### config.mk
export PLATFORM = sky130hd
export DESIGN_NAME = i2c_mem_target
export DESIGN_NICKNAME = d
export VERILOG_FILES = /design/src/rtl/i2c_tgt_pkg.sv /design/src/rtl/i2c_tgt_line_mon.sv /design/src/rtl/i2c_tgt_wp.sv /design/src/rtl/i2c_tgt_fsm.sv /design/src/rtl/i2c_mem_target.sv
export SDC_FILE = /design/constraint.sdc
export NUM_CORES = 1
export LEC_CHECK = 0
export BUFFER_PORTS_ARGS = -buffer_cell sky130_fd_sc_hd__buf_2
export CAP_MARGIN = 20
export CORE_ASPECT_RATIO = 0.8
export CORE_MARGIN = 2
export CORE_UTILIZATION = 45
export CTS_BUF_LIST = sky130_fd_sc_hd__clkbuf_8
export CTS_CLUSTER_SIZE = 12
export DETAILED_ROUTE_END_ITERATION = 8
export PLACE_DENSITY = 0.67
export RECOVER_POWER = 100
export SYNTH_ARGS = -nofsm -noshare
export SYNTH_HDL_FRONTEND = slang
export SYNTH_SLANG_ARGS = --single-unit
export TNS_END_PERCENT = 10
### constraint.sdc
create_clock -name clk_i -period 5.95 [get_ports clk_i]
set_input_delay 0.8925 -clock clk_i [delete_from_list [all_inputs] [get_ports clk_i]]
set_output_delay 0.8925 -clock clk_i [all_outputs]
set_load 0.01 [all_outputs]
### src/rtl/i2c_tgt_pkg.sv
package i2c_tgt_pkg;
  typedef enum logic [2:0] {
    ST_IDLE,
    ST_ID,
    ST_AHI,
    ST_ALO,
    ST_WR,
    ST_RD
  } tgt_state_e;
endpackage

### src/rtl/i2c_tgt_line_mon.sv
module i2c_tgt_line_mon #(
  parameter int SYNC_STAGES = 2
) (
  input  logic clk_i,
  input  logic rst_ni,
  input  logic scl_i,
  input  logic sda_i,
  output logic scl_o,
  output logic sda_o,
  output logic scl_rise_o,
  output logic scl_fall_o,
  output logic start_o,
  output logic stop_o
);
  logic [SYNC_STAGES-1:0] scl_ff, sda_ff;
  logic scl_q, sda_q;

  always_ff @(posedge clk_i or negedge rst_ni) begin
    if (!rst_ni) begin
      scl_ff <= '1;
      sda_ff <= '1;
      scl_q  <= 1'b1;
      sda_q  <= 1'b1;
    end else begin
      scl_ff <= {scl_ff[SYNC_STAGES-2:0], scl_i};
      sda_ff <= {sda_ff[SYNC_STAGES-2:0], sda_i};
      scl_q  <= scl_ff[SYNC_STAGES-1];
      sda_q  <= sda_ff[SYNC_STAGES-1];
    end
  end

  assign scl_o      = scl_ff[SYNC_STAGES-1];
  assign sda_o      = sda_ff[SYNC_STAGES-1];
  assign scl_rise_o = scl_o & ~scl_q;
  assign scl_fall_o = ~scl_o & scl_q;
  // SDA moving while SCL stays high is a bus condition, never data
  assign start_o    = scl_o & scl_q & sda_q & ~sda_o;
  assign stop_o     = scl_o & scl_q & ~sda_q & sda_o;
endmodule

### src/rtl/i2c_tgt_wp.sv
module i2c_tgt_wp #(
  parameter int          AW    = 13,
  parameter logic [AW-1:0] WP_LO = 13'h1000,
  parameter logic [AW-1:0] WP_HI = 13'h10FF
) (
  input  logic [AW-1:0] addr_i,
  output logic          hit_o
);
  assign hit_o = (addr_i >= WP_LO) && (addr_i <= WP_HI);
endmodule

### src/rtl/i2c_tgt_fsm.sv
module i2c_tgt_fsm
  import i2c_tgt_pkg::*;
#(
  parameter int         AW       = 13,
  parameter logic [6:0] DEV_ADDR = 7'h50
) (
  input  logic          clk_i,
  input  logic          rst_ni,
  input  logic          scl_i,
  input  logic          sda_i,
  input  logic          scl_rise_i,
  input  logic          scl_fall_i,
  input  logic          start_i,
  input  logic          stop_i,
  input  logic          wp_hit_i,
  input  logic [7:0]    rdata_i,
  output logic [AW-1:0] ptr_o,
  output logic [7:0]    wdata_o,
  output logic          we_o,
  output logic          sda_oe_o,
  output logic          busy_o
);
  localparam int HI_W = AW - 8;
  localparam logic [3:0] ACK_CNT = 4'd8;
  localparam logic [AW-1:0] ONE = {{(AW-1){1'b0}}, 1'b1};

  tgt_state_e state_q;
  logic [3:0]    cnt_q;
  logic [7:0]    sh_q, tx_q;
  logic [AW-1:0] ptr_q;
  logic          oe_q, busy_q, we_q;

  always_ff @(posedge clk_i or negedge rst_ni) begin
    if (!rst_ni) begin
      state_q <= ST_IDLE;
      cnt_q   <= '0;
      sh_q    <= '0;
      tx_q    <= '0;
      ptr_q   <= '0;
      oe_q    <= 1'b0;
      busy_q  <= 1'b0;
      we_q    <= 1'b0;
      wdata_o <= '0;
    end else begin
      we_q <= 1'b0;
      if (we_q) ptr_q <= ptr_q + ONE;
      if (stop_i) begin
        state_q <= ST_IDLE;
        oe_q    <= 1'b0;
        busy_q  <= 1'b0;
        cnt_q   <= '0;
      end else if (start_i) begin
        state_q <= ST_ID;
        oe_q    <= 1'b0;
        busy_q  <= 1'b1;
        cnt_q   <= '0;
      end else if (state_q != ST_IDLE) begin
        if (scl_rise_i) begin
          if (cnt_q != ACK_CNT) begin
            sh_q  <= {sh_q[6:0], sda_i};
            cnt_q <= cnt_q + 4'd1;
          end else begin
            cnt_q <= '0;
            // controller NACK on a read byte ends the read
            if (state_q == ST_RD && sda_i) state_q <= ST_IDLE;
          end
        end else if (scl_fall_i) begin
          if (cnt_q == ACK_CNT) begin
            oe_q <= 1'b0;
            unique case (state_q)
              ST_ID: begin
                if (sh_q[7:1] == DEV_ADDR) begin
                  oe_q    <= 1'b1;
                  state_q <= sh_q[0] ? ST_RD : ST_AHI;
                end else begin
                  state_q <= ST_IDLE;
                end
              end
              ST_AHI: begin
                oe_q    <= 1'b1;
                ptr_q   <= {sh_q[HI_W-1:0], ptr_q[7:0]};
                state_q <= ST_ALO;
              end
              ST_ALO: begin
                oe_q    <= 1'b1;
                ptr_q   <= {ptr_q[AW-1:8], sh_q};
                state_q <= ST_WR;
              end
              ST_WR: begin
                if (wp_hit_i) begin
                  state_q <= ST_IDLE;
                end else begin
                  oe_q    <= 1'b1;
                  we_q    <= 1'b1;
                  wdata_o <= sh_q;
                end
              end
              default: ;
            endcase
          end else if (state_q == ST_RD) begin
            if (cnt_q == 4'd0) begin
              oe_q  <= ~rdata_i[7];
              tx_q  <= {rdata_i[6:0], 1'b0};
              ptr_q <= ptr_q + ONE;
            end else begin
              oe_q <= ~tx_q[7];
              tx_q <= {tx_q[6:0], 1'b0};
            end
          end else begin
            oe_q <= 1'b0;
          end
        end
      end
    end
  end

  assign ptr_o    = ptr_q;
  assign we_o     = we_q;
  assign sda_oe_o = oe_q;
  assign busy_o   = busy_q;

  p_sda_on_low_r10: assert property (@(posedge clk_i) disable iff (!rst_ni)
    !$stable(oe_q) |-> !$past(scl_i));
  p_busy_set_r1: assert property (@(posedge clk_i) disable iff (!rst_ni)
    start_i |=> busy_q);
  p_busy_clr_r1: assert property (@(posedge clk_i) disable iff (!rst_ni)
    stop_i |=> !busy_q);
  p_no_prot_write_r6: assert property (@(posedge clk_i) disable iff (!rst_ni)
    we_q |-> !wp_hit_i);
  p_ptr_step_r5: assert property (@(posedge clk_i) disable iff (!rst_ni)
    we_q |=> ptr_q == $past(ptr_q) + ONE);
endmodule

### src/rtl/i2c_mem_target.sv
module i2c_mem_target #(
  parameter int            AW       = 13,
  parameter logic [6:0]    DEV_ADDR = 7'h50,
  parameter logic [AW-1:0] WP_LO    = 13'h1000,
  parameter logic [AW-1:0] WP_HI    = 13'h10FF
) (
  input  logic          clk_i,
  input  logic          rst_ni,
  input  logic          scl_i,
  input  logic          sda_i,
  output logic          sda_oe_o,
  output logic          busy_o,
  output logic [AW-1:0] mem_addr_o,
  input  logic [7:0]    mem_rdata_i,
  output logic [7:0]    mem_wdata_o,
  output logic          mem_we_o
);
  logic scl_s, sda_s, scl_rise, scl_fall, start, stop, wp_hit;

  i2c_tgt_line_mon #(.SYNC_STAGES(2)) u_line (
    .clk_i, .rst_ni, .scl_i, .sda_i,
    .scl_o(scl_s), .sda_o(sda_s),
    .scl_rise_o(scl_rise), .scl_fall_o(scl_fall),
    .start_o(start), .stop_o(stop)
  );

  i2c_tgt_wp #(.AW(AW), .WP_LO(WP_LO), .WP_HI(WP_HI)) u_wp (
    .addr_i(mem_addr_o), .hit_o(wp_hit)
  );

  i2c_tgt_fsm #(.AW(AW), .DEV_ADDR(DEV_ADDR)) u_fsm (
    .clk_i, .rst_ni,
    .scl_i(scl_s), .sda_i(sda_s),
    .scl_rise_i(scl_rise), .scl_fall_i(scl_fall),
    .start_i(start), .stop_i(stop),
    .wp_hit_i(wp_hit), .rdata_i(mem_rdata_i),
    .ptr_o(mem_addr_o), .wdata_o(mem_wdata_o), .we_o(mem_we_o),
    .sda_oe_o, .busy_o
  );
endmodule

==> results of run 1 <==
flip-flops by register name (all words and copies together) (netlist names):
signal / flops
u_fsm.we_o: 1
u_fsm.sda_oe_o: 1
u_fsm.sh_q: 8
u_fsm.tx_q: 7
u_line.sda_q: 1
u_line.sda_ff: 2
u_fsm.wdata_o: 8
u_fsm.busy_o: 1
u_fsm.cnt_q: 4
u_line.scl_q: 1
u_fsm.ptr_o: 13
u_line.scl_ff: 2
u_fsm.state_q: 3
metrics by stage:
step | util | area [sq um] | total power, mW | worst slack [ps] | hold WS (ps)
2_1_floorplan | - | 3314 | 0.7158 | 3651 | 345.2
3_3_place_gp | 0.5003 | 3498 | 0.8019 | 3240 | 348.7
3_5_place_dp | 0.5010 | 3503 | 0.8057 | 3212 | 348.7
4_1_cts | 0.5148 | 3600 | 1.025 | 3196 | 363.5
5_1_grt | 0.5040 | 3525 | 1.078 | 2208 | 376.5
6_report | 0.5040 | 3525 | 1.012 | 2853 | 367.4
cell families after synthesis:
group / Yosys count / synth area share
simple gates: 139 / 0.2054
compound gates: 89 / 0.1767
flops: 52 / 0.3949
buf+inv: 35 / 0.05058
mux: 24 / 0.08796
xor+xnor: 22 / 0.05813
fa+ha+maj: 7 / 0.02642
cells in the final DEF (no fill, tap or decap), types with 6 or more instances in the layout:
cell / count
a221oi_1: 7
nand2_1: 43
o21ai_0: 14
dfrtp_1: 46
mux2i_1: 7
clkbuf_1: 26
nor2_1: 33
mux2_2: 9
buf_2: 11
a21oi_1: 34
mux2_1: 8
inv_1: 12
clkbuf_8: 6
xor2_1: 12
nand3_1: 13
xnor2_1: 10
nor3_1: 13
ha_1: 7
metal layers:
| metal | up-vias | part of all wire | global-route usage |
|---|---|---|---|
| li1 | 1376 | - | - |
| met5 | - | 0 | 0 |
| met1 | 1402 | 0.50 | 0.3304 |
| met2 | 88 | 0.43 | 0.2986 |
| met4 | 0 | 0.0081 | 0.05068 |
| met3 | 10 | 0.067 | 0.03442 |
cell type report:
| type | instances | share of cell area |
|---|---|---|
| Tap cell | 87 | 0.03088 |
| Multi-Input combinational cell | 281 | 0.5101 |
| Clock buffer | 6 | 0.02343 |
| Clock inverter | 2 | 0.003905 |
| Sequential cell | 52 | 0.3713 |
| Timing Repair Buffer | 39 | 0.04757 |
| Inverter | 12 | 0.01278 |
where the power goes:
group          switching, mW  internal, mW  leakage, nW  total, mW
Sequential             0.109         0.405        0.642      0.514
Clock                  0.122        0.0954       0.0516      0.218
Combinational          0.162         0.118        0.793      0.280
final timing paths:
| path | end |
|---|---|
| min in group asynchronous | u_fsm.busy_o |
| max | u_fsm.ptr_o[5] |
| min | u_line.scl_ff[1] |
| max in group clk_i | u_fsm.sh_q[6] |
| min reg2reg | u_line.scl_ff[1] |
| max reg2reg | u_fsm.sh_q[6] |
==> flow_metrics.tcl, run 1 <==
set metrics [dict create \
    avgRoutedWirePerCell_um 16.76 \
    drc 0 \
    dpl.cell_count 471 \
    seq_area_frac_synth 0.3949 \
    dpl.hpwl_um 5715 \
    drt-pass1-iter-count 5 \
    synthCells 368 \
    async_flop_share 1.000 \
    vias 2876 \
    gp_congestion 0.8965 \
    r2r-start "u_fsm.cnt_q[0]" \
    worst_pin_slew_ps 2756 \
    setup_viol 0 \
    die_y_um 80.76 \
    crit_chain "buf_2 > clkbuf_1" \
    synth_seq_cells 52 \
    path_delay_family "buffers and inverters" \
    maxCapViolations 1 \
    cp_max_fo 52 \
    clock_latency_ps 310 \
    floorplan.initialDensity 0.4740 \
    min_path_cells 0 \
    grt_pass1_wl_um 13320 \
    synth_cell_types 61 \
    final_nets 410 \
    p_per_area_nw_per_um2 287.0 \
    rows 27 \
    drive_above_1_share 0.09949 \
    timing.final.crit_share 0.5205 \
    cts_resized 0 \
    routed_wl_um 8030 \
    cp_slowest_cell "clkbuf_1" \
    synth_most_common_cell "dfrtp_1" \
    cts_tree "built" \
    cts_buffers 5 \
    synth_area_sq_um 3314 \
    reg2reg_slack_ps 3200 \
    synth_warnings 0 \
    multiInputGateArea_sq_um 1798 \
    cts_hold_buf 0 \
    root_buffer "clkbuf_8" \
    violations "capacitance limit, slew limit" \
    fin_setup_tns_ps 0 \
    grt_max_degree 53 \
    slew_headroom -0.8371 \
    timing.fmax_mhz 322.9 \
    hold_class "register to register" \
    ys.flop_type "dfrtp_1" \
    crit_path_end_kind "async pin" \
    period_needed_ps 3097 \
    synth_top_cell_area_share 0.3473 \
    synth.top_cells.by_count "dfrtp_1 (46), nand2_1 (43), a21oi_1 (34), nor2_1 (32), o21ai_0 (14)" \
    fillers 693 \
    postCtsSetupBuffers 0 \
    run_status "complete, but fails checks" \
    slowest_delay_ps 1940 \
    p_leak_nw 1.486 \
    routed_via_density 6.004 \
    htreeDepth 2 \
    clock_path_buffers 2 \
    clock_skew_ps 4.310 \
    synth_top_area_cell "dfrtp_1" \
    layout.cells.non_filler 479 \
    hold_viol 0 \
    syn_area_per_cell_sq_um 9.007 \
    drv_slew 53 \
    hold_start "u_line.scl_ff[0]" \
    antenna_cells 0 \
    arrival_ps 2930 \
    numPortBuffers 35 \
    core_area_sq_um 6993 \
    syn_to_final_growth_pct 6.342 \
    path_depth 2 \
    grt_pass1_vias 2633 \
    rsz0062_at_grt "no" \
    synthTopCellsByArea "dfrtp_1 (35%), a21oi_1 (5.1%), nand2_1 (4.9%), dfstp_2 (4.8%), mux2_4 (3.6%)" \
    grt_usage 0.2100 \
    drt_iter0_markers 293 \
    synth_edf_count 0 \
    antenna_found_initial 0 \
    path_buf_inv 2 \
    syn-num-nets 387 \
    die_w_um 99.95 \
    path_clk_slew_ps 100 \
    start_kind "input port" \
    crit_required_ps 5790 \
    cts_sinks 52 \
    overflow 0 \
    die-area_sq_um 8072 \
    ir_drop_mv 0.1435 \
    r2r_cells 6 \
    startpoint "rst_ni" \
    io_pins 36 \
    postRouteAntennaNets 0 \
    critPathKind "input port to async pin" \
    ff_latch_area_sq_um 1309 \
]
Note: power is estimated with default switching activity, not from simulation.
==> inputs of run 2 (changes only) <==
Settings changed: PLACE_DENSITY 0.67 to 0.69.
Clock period 5.95 ns to 2.49 ns, I/O delays scaled along.
==> flow_metrics.tcl, run 2 (synthesis gave the netlist of run 1 again) <==
set metrics [dict create \
    fin_util 0.5305 \
    drt_iter0_markers 226 \
    p_per_area_nw_per_um2 679.1 \
    setup_viol 0 \
    routed_via_density 5.998 \
    period_needed_ps 2354 \
    grt_max_degree 53 \
    grt_usage 0.2172 \
    postCtsSetupBuffers 0 \
    slew_headroom 0.1652 \
    hold_viol 0 \
    drt-pass1-iter-count 5 \
    die_y_um 80.76 \
    gp_congestion 0.8818 \
    cts_tree "built" \
    p_leak_nw 1.597 \
    root_buffer "clkbuf_8" \
    final_area_sq_um 3710 \
    timing.fmax_mhz 424.7 \
    die-area_sq_um 8072 \
    dpl_worst_slack_ps 133.7 \
    vias 2999 \
    hold_class "input port to register" \
    overflow 0 \
    core_area_sq_um 6993 \
    drv_slew 0 \
    slowest_delay_ps 560 \
    setup_ws_ps 135.5 \
    fin_setup_tns_ps 0 \
    clock_path_buffers 2 \
    avgRoutedWirePerCell_um 16.56 \
    rows 27 \
    syn_to_final_growth_pct 11.93 \
    cp_max_fo 9 \
    path_clk_slew_ps 110 \
    worst_pin_slew_ps 1252 \
    antenna_found_initial 0 \
    most-common-layout-cells "dfrtp_1 (46), nand2_1 (43), a21oi_1 (34)" \
    path_buf_inv 2 \
    timing.final.crit_share 0.9456 \
    die_w_um 99.95 \
    critPathKind "register to register" \
    layout_commonest_cell "dfrtp_1" \
    rsz0062_at_grt "no" \
    path_delay_family "flip-flops" \
    start_kind "register" \
    numPortBuffers 35 \
    run_status "completed" \
    drc 0 \
    crit_path_end_kind "register" \
    arrival_ps 2560 \
    htreeDepth 2 \
    routed_wl_um 8282 \
    placed_area_sq_um 3689 \
    postRouteAntennaNets 0 \
    fillers 665 \
    switching_share 0.3963 \
    io_pins 36 \
    p_seq_frac 0.472 \
    floorplan.initialDensity 0.4740 \
    dpl.hpwl_um 5945 \
    clock_skew_ps 7.938 \
    largest_reg_flops 13 \
    grt_pass1_wl_um 13880 \
    antenna_cells 0 \
    cp_slowest_cell "dfstp_2" \
    p_sw_mw 0.9984 \
    layout.cells.non_filler 500 \
    crit_required_ps 2690 \
    clkPwrFrac 0.203 \
    final_nets 431 \
    dpl.cell_count 492 \
    drive_above_1_share 0.1598 \
    cts_buffers 5 \
    clock_latency_ps 310 \
    maxCapViolations 0 \
    ir_drop_mv 0.3425 \
    p_int_mw 1.521 \
    power_frac_comb 0.325 \
    cts_sinks 52 \
    grt_pass1_vias 2741 \
    crit_chain "inv_1 > ha_1 > nand2b_1 > a211o_1 > or3_1 > buf_4 > mux2_1" \
]
-- run 2: cell types whose count changed in the layout (fill, tap and decap cells not counted), moves of 2 or more --
cell / change
clkinvlp_4: +2
buf_2: +6
buf_4: +12
clkbuf_2: +2
buf_12: +2
-- run 2: metrics by stage --
step	power [mW]	hold slack (ps)
floorplan	1.710	77.91
global placement	2.020	349.0
detailed placement	2.031	351.0
CTS	2.553	142.8
global route	2.670	140.5
finish	2.519	150.9
-- run 2: per-layer routing --
layer / up-vias / share of wire / global-route usage
met5: - / 0 / 0
met4: 0 / 0.017 / 0.06849
met3: 17 / 0.074 / 0.04131
met2: 124 / 0.42 / 0.3122
met1: 1435 / 0.49 / 0.3297
li1: 1423 / - / -
-- run 2: power groups by stage --
stage	Clock, mW	Sequential (mW)	Combinational [mW]
after floorplan	0	1.10	0.607
after global routing	0.557	1.21	0.905
after CTS	0.530	1.18	0.842
after global placement	0	1.20	0.824
final	0.512	1.19	0.819
after detailed placement	0	1.20	0.835
-- run 2: cell type report --
type | count | area [sq um] | share of cell area
Inverter | 12 | 45.04 | 0.01214
Tap cell | 87 | 108.9 | 0.02934
Timing Repair Buffer | 60 | 334.1 | 0.09005
Clock buffer | 5 | 68.82 | 0.01855
Clock inverter | 3 | 26.28 | 0.007083
Sequential cell | 52 | 1309 | 0.3528
Multi-Input combinational cell | 281 | 1818 | 0.4900
-- run 2: repair_timing --
item / 4_1_cts / 5_1_grt
endpoints found under the setup margin: 0 / 7
resized for setup: 0 / 2
hold buffers: 0 / 0
-- run 2: final timing paths --
path / from / to / slack (ps) / depth (start not counted)
setup / recovery: u_line.scl_q / u_fsm.wdata_o[5] / 140 / 7
hold / removal: scl_i / u_line.scl_ff[0] / 150 / 1
setup reg to reg: u_line.scl_q / u_fsm.wdata_o[5] / 140 / 7
hold reg to reg: u_line.scl_ff[0] / u_line.scl_ff[1] / 370 / 0
max in group asynchronous: rst_ni / u_fsm.ptr_o[7] / 1340 / 2
min in group asynchronous: rst_ni / u_fsm.busy_o / 400 / 2
